===== config.mk =====
export PLATFORM = sky130hd
export DESIGN_NAME = seg_xlate
export DESIGN_NICKNAME = d
export VERILOG_FILES = /design/src/rtl/seg_xlate_pkg.sv /design/src/rtl/seg_sel_decode.sv /design/src/rtl/seg_desc_eval.sv /design/src/rtl/seg_xlate_ctrl.sv /design/src/rtl/seg_xlate.sv
export SDC_FILE = /design/constraint.sdc
export NUM_CORES = 1
export LEC_CHECK = 0
export BUFFER_PORTS_ARGS = -buffer_cell sky130_fd_sc_hd__buf_2
export CAP_MARGIN = 5
export CORE_ASPECT_RATIO = 2
export CORE_UTILIZATION = 59
export DETAILED_ROUTE_END_ITERATION = 10
export PLACE_DENSITY = 0.82
export RECOVER_POWER = 100
export SYNTH_ARGS = -nofsm -noshare
export SYNTH_HDL_FRONTEND = slang
export SYNTH_HIERARCHICAL = 1
export SYNTH_SLANG_ARGS = --single-unit

===== constraint.sdc =====
create_clock -name clk -period 4.1 [get_ports clk]
set_clock_uncertainty 0.15 [all_clocks]
set_input_delay 0.205 -clock clk [delete_from_list [all_inputs] [get_ports clk]]
set_output_delay 0.205 -clock clk [all_outputs]
set_load 0.02 [all_outputs]

===== src/rtl/seg_xlate_pkg.sv =====
package seg_xlate_pkg;

   typedef enum logic [2:0] {
      XS_IDLE   = 3'd0,
      XS_ISSUE0 = 3'd1,
      XS_WAIT0  = 3'd2,
      XS_ISSUE1 = 3'd3,
      XS_WAIT1  = 3'd4,
      XS_RESP   = 3'd5
   } xlate_state_t;

   localparam logic KIND_XLATE = 1'b0;
   localparam logic KIND_LOAD  = 1'b1;

   localparam logic TBL_SYSTEM  = 1'b0;
   localparam logic TBL_PROCESS = 1'b1;

endpackage


===== src/rtl/seg_sel_decode.sv =====
module seg_sel_decode
   import seg_xlate_pkg::*;
#(
   parameter int ADDR_W  = 32,
   parameter int SEL_W   = 16,
   parameter int IDX_W   = 13,
   parameter int LIMIT_W = 20
) (
   input  logic [SEL_W-1:0]   sel,
   input  logic               kind,
   input  logic [ADDR_W-1:0]  sys_base,
   input  logic [ADDR_W-1:0]  proc_base,
   input  logic [LIMIT_W-1:0] proc_limit,
   input  logic               proc_ok,
   output logic [ADDR_W-1:0]  entry_addr,
   output logic               pre_fault
);
   localparam int RSV_W   = SEL_W - IDX_W - 1;
   localparam int TI_BIT  = SEL_W - IDX_W - 1;
   localparam int ENT_SH  = 3;

   logic [IDX_W-1:0]  idx;
   logic              tbl;
   logic [ADDR_W-1:0] ent_off;
   logic [ADDR_W-1:0] ent_last;
   logic [ADDR_W-1:0] lim_ext;
   logic              idx_zero;

   assign idx = sel[SEL_W-1 -: IDX_W];
   assign tbl = sel[TI_BIT];

   generate
      if (RSV_W > 0) begin : g_rsv
         logic [RSV_W-1:0] rsv_unused;
         assign rsv_unused = sel[RSV_W-1:0];
      end
      if (LIMIT_W < ADDR_W) begin : g_lim_ext
         assign lim_ext = {{(ADDR_W-LIMIT_W){1'b0}}, proc_limit};
      end else begin : g_lim_full
         assign lim_ext = proc_limit[ADDR_W-1:0];
      end
   endgenerate

   assign ent_off  = {{(ADDR_W-IDX_W-ENT_SH){1'b0}}, idx, {ENT_SH{1'b0}}};
   assign ent_last = ent_off + ADDR_W'(7);
   assign idx_zero = (idx == '0);

   always_comb begin
      if (kind == KIND_XLATE && tbl == TBL_PROCESS)
         entry_addr = proc_base + ent_off;
      else
         entry_addr = sys_base + ent_off;
   end

   always_comb begin
      if (kind == KIND_LOAD)
         pre_fault = (tbl == TBL_PROCESS) || idx_zero;
      else if (tbl == TBL_SYSTEM)
         pre_fault = idx_zero;
      else
         pre_fault = !proc_ok || (ent_last > lim_ext);
   end

endmodule


===== src/rtl/seg_desc_eval.sv =====
module seg_desc_eval
   import seg_xlate_pkg::*;
#(
   parameter int ADDR_W  = 32,
   parameter int LIMIT_W = 20,
   parameter int PRES_BIT = 31
) (
   input  logic               kind,
   input  logic [ADDR_W-1:0]  word0,
   input  logic [ADDR_W-1:0]  word1,
   input  logic [ADDR_W-1:0]  offset,
   output logic [ADDR_W-1:0]  seg_base,
   output logic [LIMIT_W-1:0] seg_limit,
   output logic               fault,
   output logic [ADDR_W-1:0]  result
);
   localparam int GAP_W = PRES_BIT - LIMIT_W;

   logic              present;
   logic [ADDR_W-1:0] lim_ext;
   logic              over;

   assign seg_base  = word0;
   assign seg_limit = word1[LIMIT_W-1:0];
   assign present   = word1[PRES_BIT];

   generate
      if (GAP_W > 0) begin : g_gap
         logic [GAP_W-1:0] gap_unused;
         assign gap_unused = word1[PRES_BIT-1:LIMIT_W];
      end
      if (PRES_BIT < ADDR_W-1) begin : g_top
         logic [ADDR_W-2-PRES_BIT:0] top_unused;
         assign top_unused = word1[ADDR_W-1:PRES_BIT+1];
      end
      if (LIMIT_W < ADDR_W) begin : g_ext
         assign lim_ext = {{(ADDR_W-LIMIT_W){1'b0}}, seg_limit};
      end else begin : g_full
         assign lim_ext = seg_limit[ADDR_W-1:0];
      end
   endgenerate

   assign over  = (kind == KIND_XLATE) && (offset > lim_ext);
   assign fault = !present || over;

   always_comb begin
      if (fault)
         result = '0;
      else if (kind == KIND_LOAD)
         result = seg_base;
      else
         result = seg_base + offset;
   end

endmodule


===== src/rtl/seg_xlate_ctrl.sv =====
module seg_xlate_ctrl
   import seg_xlate_pkg::*;
(
   input  logic clk,
   input  logic rst_n,
   input  logic accept,
   input  logic pre_fault,
   input  logic rd_valid,
   output logic ready,
   output logic rd_en,
   output logic rd_second,
   output logic cap_word0,
   output logic cap_word1,
   output logic rsp_pulse
);
   xlate_state_t st_q, st_d;

   always_comb begin
      st_d = st_q;
      unique case (st_q)
         XS_IDLE:   if (accept) st_d = pre_fault ? XS_RESP : XS_ISSUE0;
         XS_ISSUE0: st_d = XS_WAIT0;
         XS_WAIT0:  if (rd_valid) st_d = XS_ISSUE1;
         XS_ISSUE1: st_d = XS_WAIT1;
         XS_WAIT1:  if (rd_valid) st_d = XS_RESP;
         XS_RESP:   st_d = XS_IDLE;
         default:   st_d = XS_IDLE;
      endcase
   end

   always_ff @(posedge clk or negedge rst_n) begin
      if (!rst_n) st_q <= XS_IDLE;
      else        st_q <= st_d;
   end

   assign ready     = (st_q == XS_IDLE);
   assign rd_en     = (st_q == XS_ISSUE0) || (st_q == XS_ISSUE1);
   assign rd_second = (st_q == XS_ISSUE1);
   assign cap_word0 = (st_q == XS_WAIT0) && rd_valid;
   assign cap_word1 = (st_q == XS_WAIT1) && rd_valid;
   assign rsp_pulse = (st_q == XS_RESP);

endmodule


===== src/rtl/seg_xlate.sv =====
module seg_xlate
   import seg_xlate_pkg::*;
#(
   parameter int ADDR_W   = 32,
   parameter int SEL_W    = 16,
   parameter int IDX_W    = 13,
   parameter int LIMIT_W  = 20,
   parameter int PRES_BIT = 31
) (
   input  logic              clk,
   input  logic              rst_n,
   input  logic              gtab_wr_en,
   input  logic [ADDR_W-1:0] gtab_wr_base,
   input  logic              req_valid,
   output logic              req_ready,
   input  logic              req_load,
   input  logic [SEL_W-1:0]  req_sel,
   input  logic [ADDR_W-1:0] req_off,
   output logic              rsp_valid,
   output logic              rsp_fault,
   output logic [ADDR_W-1:0] rsp_lin,
   output logic              mem_rd_en,
   output logic [ADDR_W-1:0] mem_rd_addr,
   input  logic [ADDR_W-1:0] mem_rd_data,
   input  logic              mem_rd_valid
);
   localparam int WORD_BYTES = 4;

   generate
      if (SEL_W < IDX_W + 1) begin : g_bad_sel
         $error("selector too narrow for index and table bit");
      end
      if (ADDR_W < IDX_W + 4) begin : g_bad_addr
         $error("address too narrow for table entries");
      end
      if (PRES_BIT < LIMIT_W || PRES_BIT >= ADDR_W) begin : g_bad_pres
         $error("present bit must sit above the limit field");
      end
   endgenerate

   logic [ADDR_W-1:0]  sys_base_q;
   logic [ADDR_W-1:0]  proc_base_q;
   logic [LIMIT_W-1:0] proc_limit_q;
   logic               proc_ok_q;

   logic               kind_q;
   logic [ADDR_W-1:0]  off_q;
   logic [ADDR_W-1:0]  ent_q;
   logic [ADDR_W-1:0]  word0_q;
   logic               fault_q;
   logic [ADDR_W-1:0]  lin_q;

   logic               accept;
   logic               pre_fault;
   logic [ADDR_W-1:0]  entry_addr;
   logic               rd_second, cap_word0, cap_word1;

   logic [ADDR_W-1:0]  d_base;
   logic [LIMIT_W-1:0] d_limit;
   logic               d_fault;
   logic [ADDR_W-1:0]  d_result;

   seg_sel_decode #(
      .ADDR_W(ADDR_W), .SEL_W(SEL_W), .IDX_W(IDX_W), .LIMIT_W(LIMIT_W)
   ) i_decode (
      .sel        (req_sel),
      .kind       (req_load),
      .sys_base   (sys_base_q),
      .proc_base  (proc_base_q),
      .proc_limit (proc_limit_q),
      .proc_ok    (proc_ok_q),
      .entry_addr (entry_addr),
      .pre_fault  (pre_fault)
   );

   seg_xlate_ctrl i_ctrl (
      .clk       (clk),
      .rst_n     (rst_n),
      .accept    (accept),
      .pre_fault (pre_fault),
      .rd_valid  (mem_rd_valid),
      .ready     (req_ready),
      .rd_en     (mem_rd_en),
      .rd_second (rd_second),
      .cap_word0 (cap_word0),
      .cap_word1 (cap_word1),
      .rsp_pulse (rsp_valid)
   );

   seg_desc_eval #(
      .ADDR_W(ADDR_W), .LIMIT_W(LIMIT_W), .PRES_BIT(PRES_BIT)
   ) i_eval (
      .kind      (kind_q),
      .word0     (word0_q),
      .word1     (mem_rd_data),
      .offset    (off_q),
      .seg_base  (d_base),
      .seg_limit (d_limit),
      .fault     (d_fault),
      .result    (d_result)
   );

   assign accept      = req_valid && req_ready;
   assign mem_rd_addr = rd_second ? ent_q + ADDR_W'(WORD_BYTES) : ent_q;
   assign rsp_fault   = fault_q;
   assign rsp_lin     = lin_q;

   always_ff @(posedge clk or negedge rst_n) begin
      if (!rst_n) begin
         sys_base_q <= '0;
      end else if (gtab_wr_en) begin
         sys_base_q <= gtab_wr_base;
      end
   end

   always_ff @(posedge clk or negedge rst_n) begin
      if (!rst_n) begin
         kind_q  <= KIND_XLATE;
         off_q   <= '0;
         ent_q   <= '0;
         word0_q <= '0;
         fault_q <= 1'b0;
         lin_q   <= '0;
      end else begin
         if (accept) begin
            kind_q <= req_load;
            off_q  <= req_off;
            ent_q  <= entry_addr;
            if (pre_fault) begin
               fault_q <= 1'b1;
               lin_q   <= '0;
            end
         end
         if (cap_word0) word0_q <= mem_rd_data;
         if (cap_word1) begin
            fault_q <= d_fault;
            lin_q   <= d_result;
         end
      end
   end

   always_ff @(posedge clk or negedge rst_n) begin
      if (!rst_n) begin
         proc_base_q  <= '0;
         proc_limit_q <= '0;
         proc_ok_q    <= 1'b0;
      end else if (cap_word1 && kind_q == KIND_LOAD && !d_fault) begin
         proc_base_q  <= d_base;
         proc_limit_q <= d_limit;
         proc_ok_q    <= 1'b1;
      end
   end

endmodule


==> flow_summary_export.csv, run 1 <==
group,metric,value,unit
status,status,"finished with violations",
status,violations,"max-capacitance violations, max-slew violations",
synthesis,yosys_warnings,6,
die,core-area,22600,um2
synthesis,synth_top_area_share,40.1,%
grt,grt_usage,31.5,%
synthesis,postSynthRegisterBits,218,
drt,drc_errors,0,
drt,routed_wl,35900,um
synthesis,synth.distinct_cells,86,
pwr,power_density,732,nW/um2
synthesis,synthMuxAreaShare,15.9,%
setup_path,cp.arrival,4.00,ns
drt,drtAntennaViolNets,0,
final_layout,fin_util,70.5,%
timing,whs,0.138,ns
clock_tree,clkLatencyLatePin,0.52,ns
final_layout,layout-drive-gt1-share,24.4,%
clock_tree,cts_root_buf,"clkbuf_16",
place,hpwl,25100,um
synthesis,synth.most_common_cell,"dfrtp_1",
drt,initialDrtViolationCount,585,
synthesis,syn-cell-area,13600,um2
synthesis,netlist_top_cells_area,"dfrtp_1, mux2_2, ha_1",
synthesis,synth-simple-area-share,12.9,%
setup_path,cp-start-kind,"primary input",
synthesis,synth_top_flop_cell,"dfrtp_1",
timing,finalCritPeriodShare,91.8,%
die,start_util,60.0,%
die,ios,186,
synthesis,async_reset_ff_share,100,%
setup_path,r2r.worst_path.cells,11,
drt,vias_per_cell,5.96,
timing,worst_slack,0.335,ns
final_layout,instances_no_fill,1809,
timing,worst_pin_slew,2.26,ns
setup_path,crit_path_end_kind,"register",
hold_path,worstHoldPathCells,5,
final_layout,area_growth,17.4,%
clock_tree,cts_tree,"yes",
timing,fmax,266,MHz
setup_path,cp_max_fo,22,
synthesis,avgSynthCellArea,10.5,um2
synthesis,synth-edff-count,0,
hold_path,min_path_type,"primary input to register",
synthesis,syn_inst,1300,
grt,overflow,0,
flow_run,maxCapViolCount,3,
clock_tree,numCtsBuffers,21,
place,dp_cells,1668,
synthesis,synth_top_family_by_area,"multiplexers",
drt,dr.pass1.iters,5,
synthesis,synth_compound_area_share,11.9,%
place,place.gp.congestion,0.891,
timing,slew_headroom,-50.4,%
setup_path,critPathKind,"primary input to register",
timing,tns,0,ns
clock_tree,clock-sinks,218,
drt,route.detailed.wl_per_inst,19.8,um
place,pre_cts_slack,0.505,ns
drt,vias,10777,
pwr,power_leakage,7.41,nW
final_layout,fin_nets,1709,
synthesis,synth_xor_area_share,5.16,%
grt,antenna_found_initial,2,
clock_tree,ctsHtreeMaxLevel,1,
synthesis,synth_area_leader_cell,"dfrtp_1",
clock_tree,cts_buffer_depth,3,
die,dieWidth,109,um
timing,hold_viol,0,
clock_tree,post_cts_buffers,0,
synthesis,synthesis.nets,1498,
grt,grt_first_pass_wirelength,57700,um
pwr,ir_drop,493,uV
timing,slew_viol_final,155,
timing,finalCriticalPeriod,3.77,ns
grt,grt_pass1_vias,11262,
grt,grt_max_degree,93,
place,port_buffers,183,
timing,rsz0062_at_grt,"no",
setup_path,worstPathRequired,4.33,ns
die,dieArea,23700,um2
synthesis,synthTopCellsByCount,"dfrtp_1, mux2_2, nand2_1",
synthesis,synth-adder-area-share,7.48,%
clock_tree,clk_pin_slew,0.06,ns
die,rows,78,
die,die_h,217,um
timing,finalSetupViolations,0,
synthesis,seq_area_frac_synth,40.1,%
==> metrics by stage <==
stage	total power, mW	area, um2
after detailed placement	9.34	14300
after CTS	11.7	16100
after global routing	12.4	16000
after global placement	9.18	14300
after floorplan	8.06	13600
final	11.7	16000
==> cell usage in the layout (no fill, tap or decap), types with 25 or more instances in the layout <==
master,Yosys,layout
dfrtp_1,218,218
mux2_2,176,168
buf_2,31,120
nand2_1,115,114
dlygate4sd3_1,0,100
ha_1,78,78
clkbuf_1,18,65
a21oi_1,62,62
nor2_1,58,58
inv_1,56,56
xnor2_1,51,51
a22o_1,32,32
xor2_1,29,29
o21ai_0,28,28
a21o_1,25,25
==> registers in the layout, summed over array words and instances, names as in the netlist <==
| register | count |
|---|---|
| ent_q | 32 |
| i_ctrl/st_q | 3 |
| kind_q | 1 |
| off_q | 32 |
| proc_base_q | 32 |
| proc_limit_q | 20 |
| proc_ok_q | 1 |
| rsp_fault | 1 |
| rsp_lin | 32 |
| sys_base_q | 32 |
| word0_q | 32 |
==> kinds of logic after synthesis <==
group | Yosys count
AO/OA/AOI/OAI | 230
adder cells (fa/ha/maj) | 80
multiplexers | 194
flip-flops | 218
AND/OR/NAND/NOR | 331
buffers and inverters | 167
XOR/XNOR | 80
==> power breakdown <==
group	leakage (nW)	internal (mW)	switching, mW
Combinational	4.28	2.52	3.24
Sequential	2.74	2.88	0.805
Clock	0.390	1.37	0.850
Total	7.41	6.78	4.89
==> routing by layer <==
layer	up-vias	routed length, um	share of wire (%)	GRT usage (%)
met5	-	0	0	0
met4	0	1830	5.1	16.1
met3	110	1430	4.0	3.07
met2	360	19100	53	57.1
met1	5272	13500	38	35.7
li1	5035	-	-	-
==> layout make-up <==
type | count | area [um2]
repair buffers | 297 | 1940
well taps | 280 | 350
inverters | 58 | 218
diodes | 3 | 7.51
flip-flops and latches | 218 | 5460
clock inverters | 9 | 183
clock buffers | 29 | 616
multi-input cells | 915 | 7180
fillers | 1662 | 6690
==> repair_timing <==
item / 4_1_cts / 5_1_grt
endpoints found under the hold margin: 206 / 0
resized for setup: 0 / 0
hold buffers: 100 / 0
==> worst paths after layout <==
kind,startpoint,endpoint,slack [ns]
max reg2reg,off_q[5]$_DFFE_PN0P_,rsp_lin[29]$_DFFE_PN0P_,0.34
min,req_sel[5],ent_q[5]$_DFFE_PN0P_,0.14
max,req_load,ent_q[24]$_DFFE_PN0P_,0.33
max in group asynchronous,rst_n,i_ctrl/st_q[2]$_DFFE_PN0P_,1.09
min reg2reg,rsp_lin[0]$_DFFE_PN0P_,rsp_lin[0]$_DFFE_PN0P_,0.35
min in group asynchronous,rst_n,ent_q[30]$_DFFE_PN0P_,0.76
==> worst max-delay path, stage by stage <==
cell           delay, ns
dlygate4sd3_1       0.53
clkbuf_1            0.37
nand2b_1            0.41
buf_4               0.36
nand2_1             0.11
nand2_1             0.08
ha_1                0.28
a21oi_1             0.26
a21boi_1            0.12
a211oi_1            0.53
nor4_2              0.18
nor2b_1             0.18
xnor2_1             0.12
mux2_2              0.26
No activity file was read; power rests on OpenSTA's default activity.
==> run 2: changes to the inputs <==
CORE_UTILIZATION = 58   (was 59)
PLACE_DENSITY = 0.81   (was 0.82)
SETUP_SLACK_MARGIN = 0.02   (was unset)
SYNTH_HIERARCHICAL = unset   (was 1)
==> flow_summary_export.csv, run 2 <==
group,metric,value,unit
status,status,"finished with violations",
status,violations,"max-capacitance violations, max-slew violations",
clock_tree,clk_pin_slew,0.06,ns
die,ios,186,
drt,route.detailed.wl_per_inst,18.5,um
grt,grt_usage,33.0,%
timing,tns,0,ns
clock_tree,numCtsBuffers,20,
pwr,ir_drop,499,uV
timing,finalCritPeriodShare,92.7,%
place,place_area,13700,um2
setup_path,r2r_setup_slack,0.44,ns
synthesis,synthesis.nets,1587,
final_layout,multi_input_area,6700,um2
final_layout,seqCellArea,5460,um2
final_layout,fin_nets,1850,
clock_tree,cts_buffer_depth,3,
timing,whs,0.100,ns
grt,overflow,0,
setup_path,cp-start-kind,"register",
clock_tree,cts_root_buf,"clkbuf_16",
grt,antenna_found_initial,1,
final_layout,final_cell_mix,"nand2_1, dfrtp_1, buf_2",
final_layout,final_common_cell,"nand2_1",
synthesis,synth.most_common_cell,"nand2_1",
hold_path,worstHoldPathCells,4,
synthesis,synth_top_area_share,43.4,%
clock_tree,clkLatencyLatePin,0.52,ns
die,core-area,21100,um2
final_layout,layout-drive-gt1-share,14.0,%
final_layout,area_growth,22.0,%
synthesis,synth.distinct_cells,63,
drt,vias,11369,
clock_tree,post_cts_buffers,0,
timing,finalCriticalPeriod,3.80,ns
place,place.gp.congestion,0.971,
synthesis,seq_area_frac_synth,43.4,%
setup_path,crit_top_cell,"nor2_1",
setup_path,crit_path_end_kind,"primary output",
synthesis,postSynthRegisterBits,218,
setup_path,cp_slowest_cell,"nor3_1",
pwr,power_leakage,7.46,nW
drt,drc_errors,0,
synthesis,avgSynthCellArea,9.04,um2
setup_path,r2r.worst_path.cells,6,
pwr,power_density,695,nW/um2
synthesis,syn-cell-area,12600,um2
timing,rsz0062_at_grt,"no",
grt,grt_pass1_vias,11657,
timing,fmax,263,MHz
die,start_util,59.5,%
synthesis,async_reset_ff_share,100,%
synthesis,synth-edff-count,0,
hold_path,min_path_type,"primary input to register",
drt,drtAntennaViolNets,0,
synthesis,syn_inst,1389,
synthesis,synthTopCellsByCount,"nand2_1, dfrtp_1, ha_1",
clock_tree,ctsHtreeMaxLevel,1,
setup_path,critPathKind,"register to primary output",
pwr,finalPower,10.7,mW
die,dieArea,22300,um2
die,dieWidth,106,um
drt,dr.pass1.iters,5,
grt,grt_max_degree,119,
clock_tree,cts_resized,0,
die,die_h,210,um
timing,finalSetupViolations,0,
setup_path,cp_max_fo,10,
grt,grt_first_pass_wirelength,57200,um
drt,initialDrtViolationCount,640,
clock_tree,cts_tree,"yes",
synthesis,synth_area_leader_cell,"dfrtp_1",
setup_path,path_cells,"nand3b_1 -> nor3_1 -> nand2b_1 -> nor2_1 -> nand4_1 -> or3_1 -> nor2_1 -> xor2_1 -> clkbuf_1",
setup_path,cpPeakStageDelay,0.49,ns
setup_path,cp.arrival,3.44,ns
final_layout,fin_util,72.6,%
final_layout,fillerInstances,1584,
synthesis,synth_top_flop_cell,"dfrtp_1",
clock_tree,clock-sinks,218,
timing,slew_viol_final,274,
timing,worst_pin_slew,2.87,ns
timing,slew_headroom,-91.0,%
drt,vias_per_cell,5.87,
flow_run,maxCapViolCount,5,
timing,hold_viol,0,
final_layout,fin_area,15300,um2
die,rows,75,
drt,routed_wl,35900,um
place,port_buffers,183,
setup_path,worstPathRequired,3.74,ns
synthesis,netlist_top_cells_area,"dfrtp_1, nand2_1, ha_1",
synthesis,yosys_warnings,0,
place,hpwl,25200,um
run 2: cell count changes in the layout (fill, tap and decap cells not counted), moves of 15 or more:
cell      before  now
xnor2_1       51   36
o21ai_0       28   72
nand2_1      114  380
mux2_2       168   62
o211ai_1       6   35
a22o_1        32    1
run 2: power by group:
part,switching (mW),internal [mW],total (mW)
clock network,0.833,1.17,2.01
logic,2.96,1.99,4.96
registers,0.746,2.94,3.69
total,4.54,6.11,10.7
run 2: cells by family after synthesis:
kind of cell             synth area share (%)
AND/OR/NAND/NOR                          19.9
AO/OA/AOI/OAI                            12.3
flip-flops                               43.4
buffers and inverters                    3.33
multiplexers                             7.48
adder cells (fa/ha/maj)                  8.09
XOR/XNOR                                 5.51
run 2: per-stage QoR:
stage | worst slack (ns) | std cells
floorplan | 0.0924 | 1389
global placement | 0.573 | 1798
detailed placement | 0.547 | 1798
CTS | 0.294 | 1935
global route | 0.0772 | 1936
finish | 0.300 | 1937
run 2: worst paths after layout:
kind,startpoint,to
max reg2reg,i_ctrl.st_q[0]$_DFFE_PN0P_,ent_q[27]$_DFFE_PN0P_
min,req_sel[4],ent_q[4]$_DFFE_PN0P_
min reg2reg,proc_base_q[16]$_DFFE_PN0P_,proc_base_q[16]$_DFFE_PN0P_
max in group asynchronous,rst_n,sys_base_q[22]$_DFFE_PN0P_
min in group asynchronous,rst_n,proc_limit_q[5]$_DFFE_PN0P_
max,i_ctrl.st_q[2]$_DFFE_PN0P_,mem_rd_addr[27]
run 2: area by class of cell:
type	count	share of cell area (%)
diodes	2	0.0327
flip-flops and latches	218	35.6
multi-input cells	1062	43.7
clock buffers	26	3.68
clock inverters	10	0.914
well taps	269	2.20
repair buffers	299	12.7
inverters	51	1.25
run 2: layer usage:
layer	part of all wire (%)	global-route usage (%)	vias up	wire length, um
met3	4.9	4.17	160	1750
met1	36	34.6	5457	12900
met5	0	0	-	0
li1	-	-	5318	-
met4	6.6	22.0	0	2370
met2	53	60.6	434	18900
run 2: worst max-delay path, delay by kind of cell (launching register included):
kind / cells / cell delay, ns
simple gates: 7 / 2.04
flops: 1 / 0.47
buf+inv: 1 / 0.26
xor+xnor: 1 / 0.17
run 2: repair_timing:
item | 4_1_cts | 5_1_grt
hold endpoints to repair | 237 | 0
hold buffers | 101 | 0
setup endpoints to repair | 0 | 0
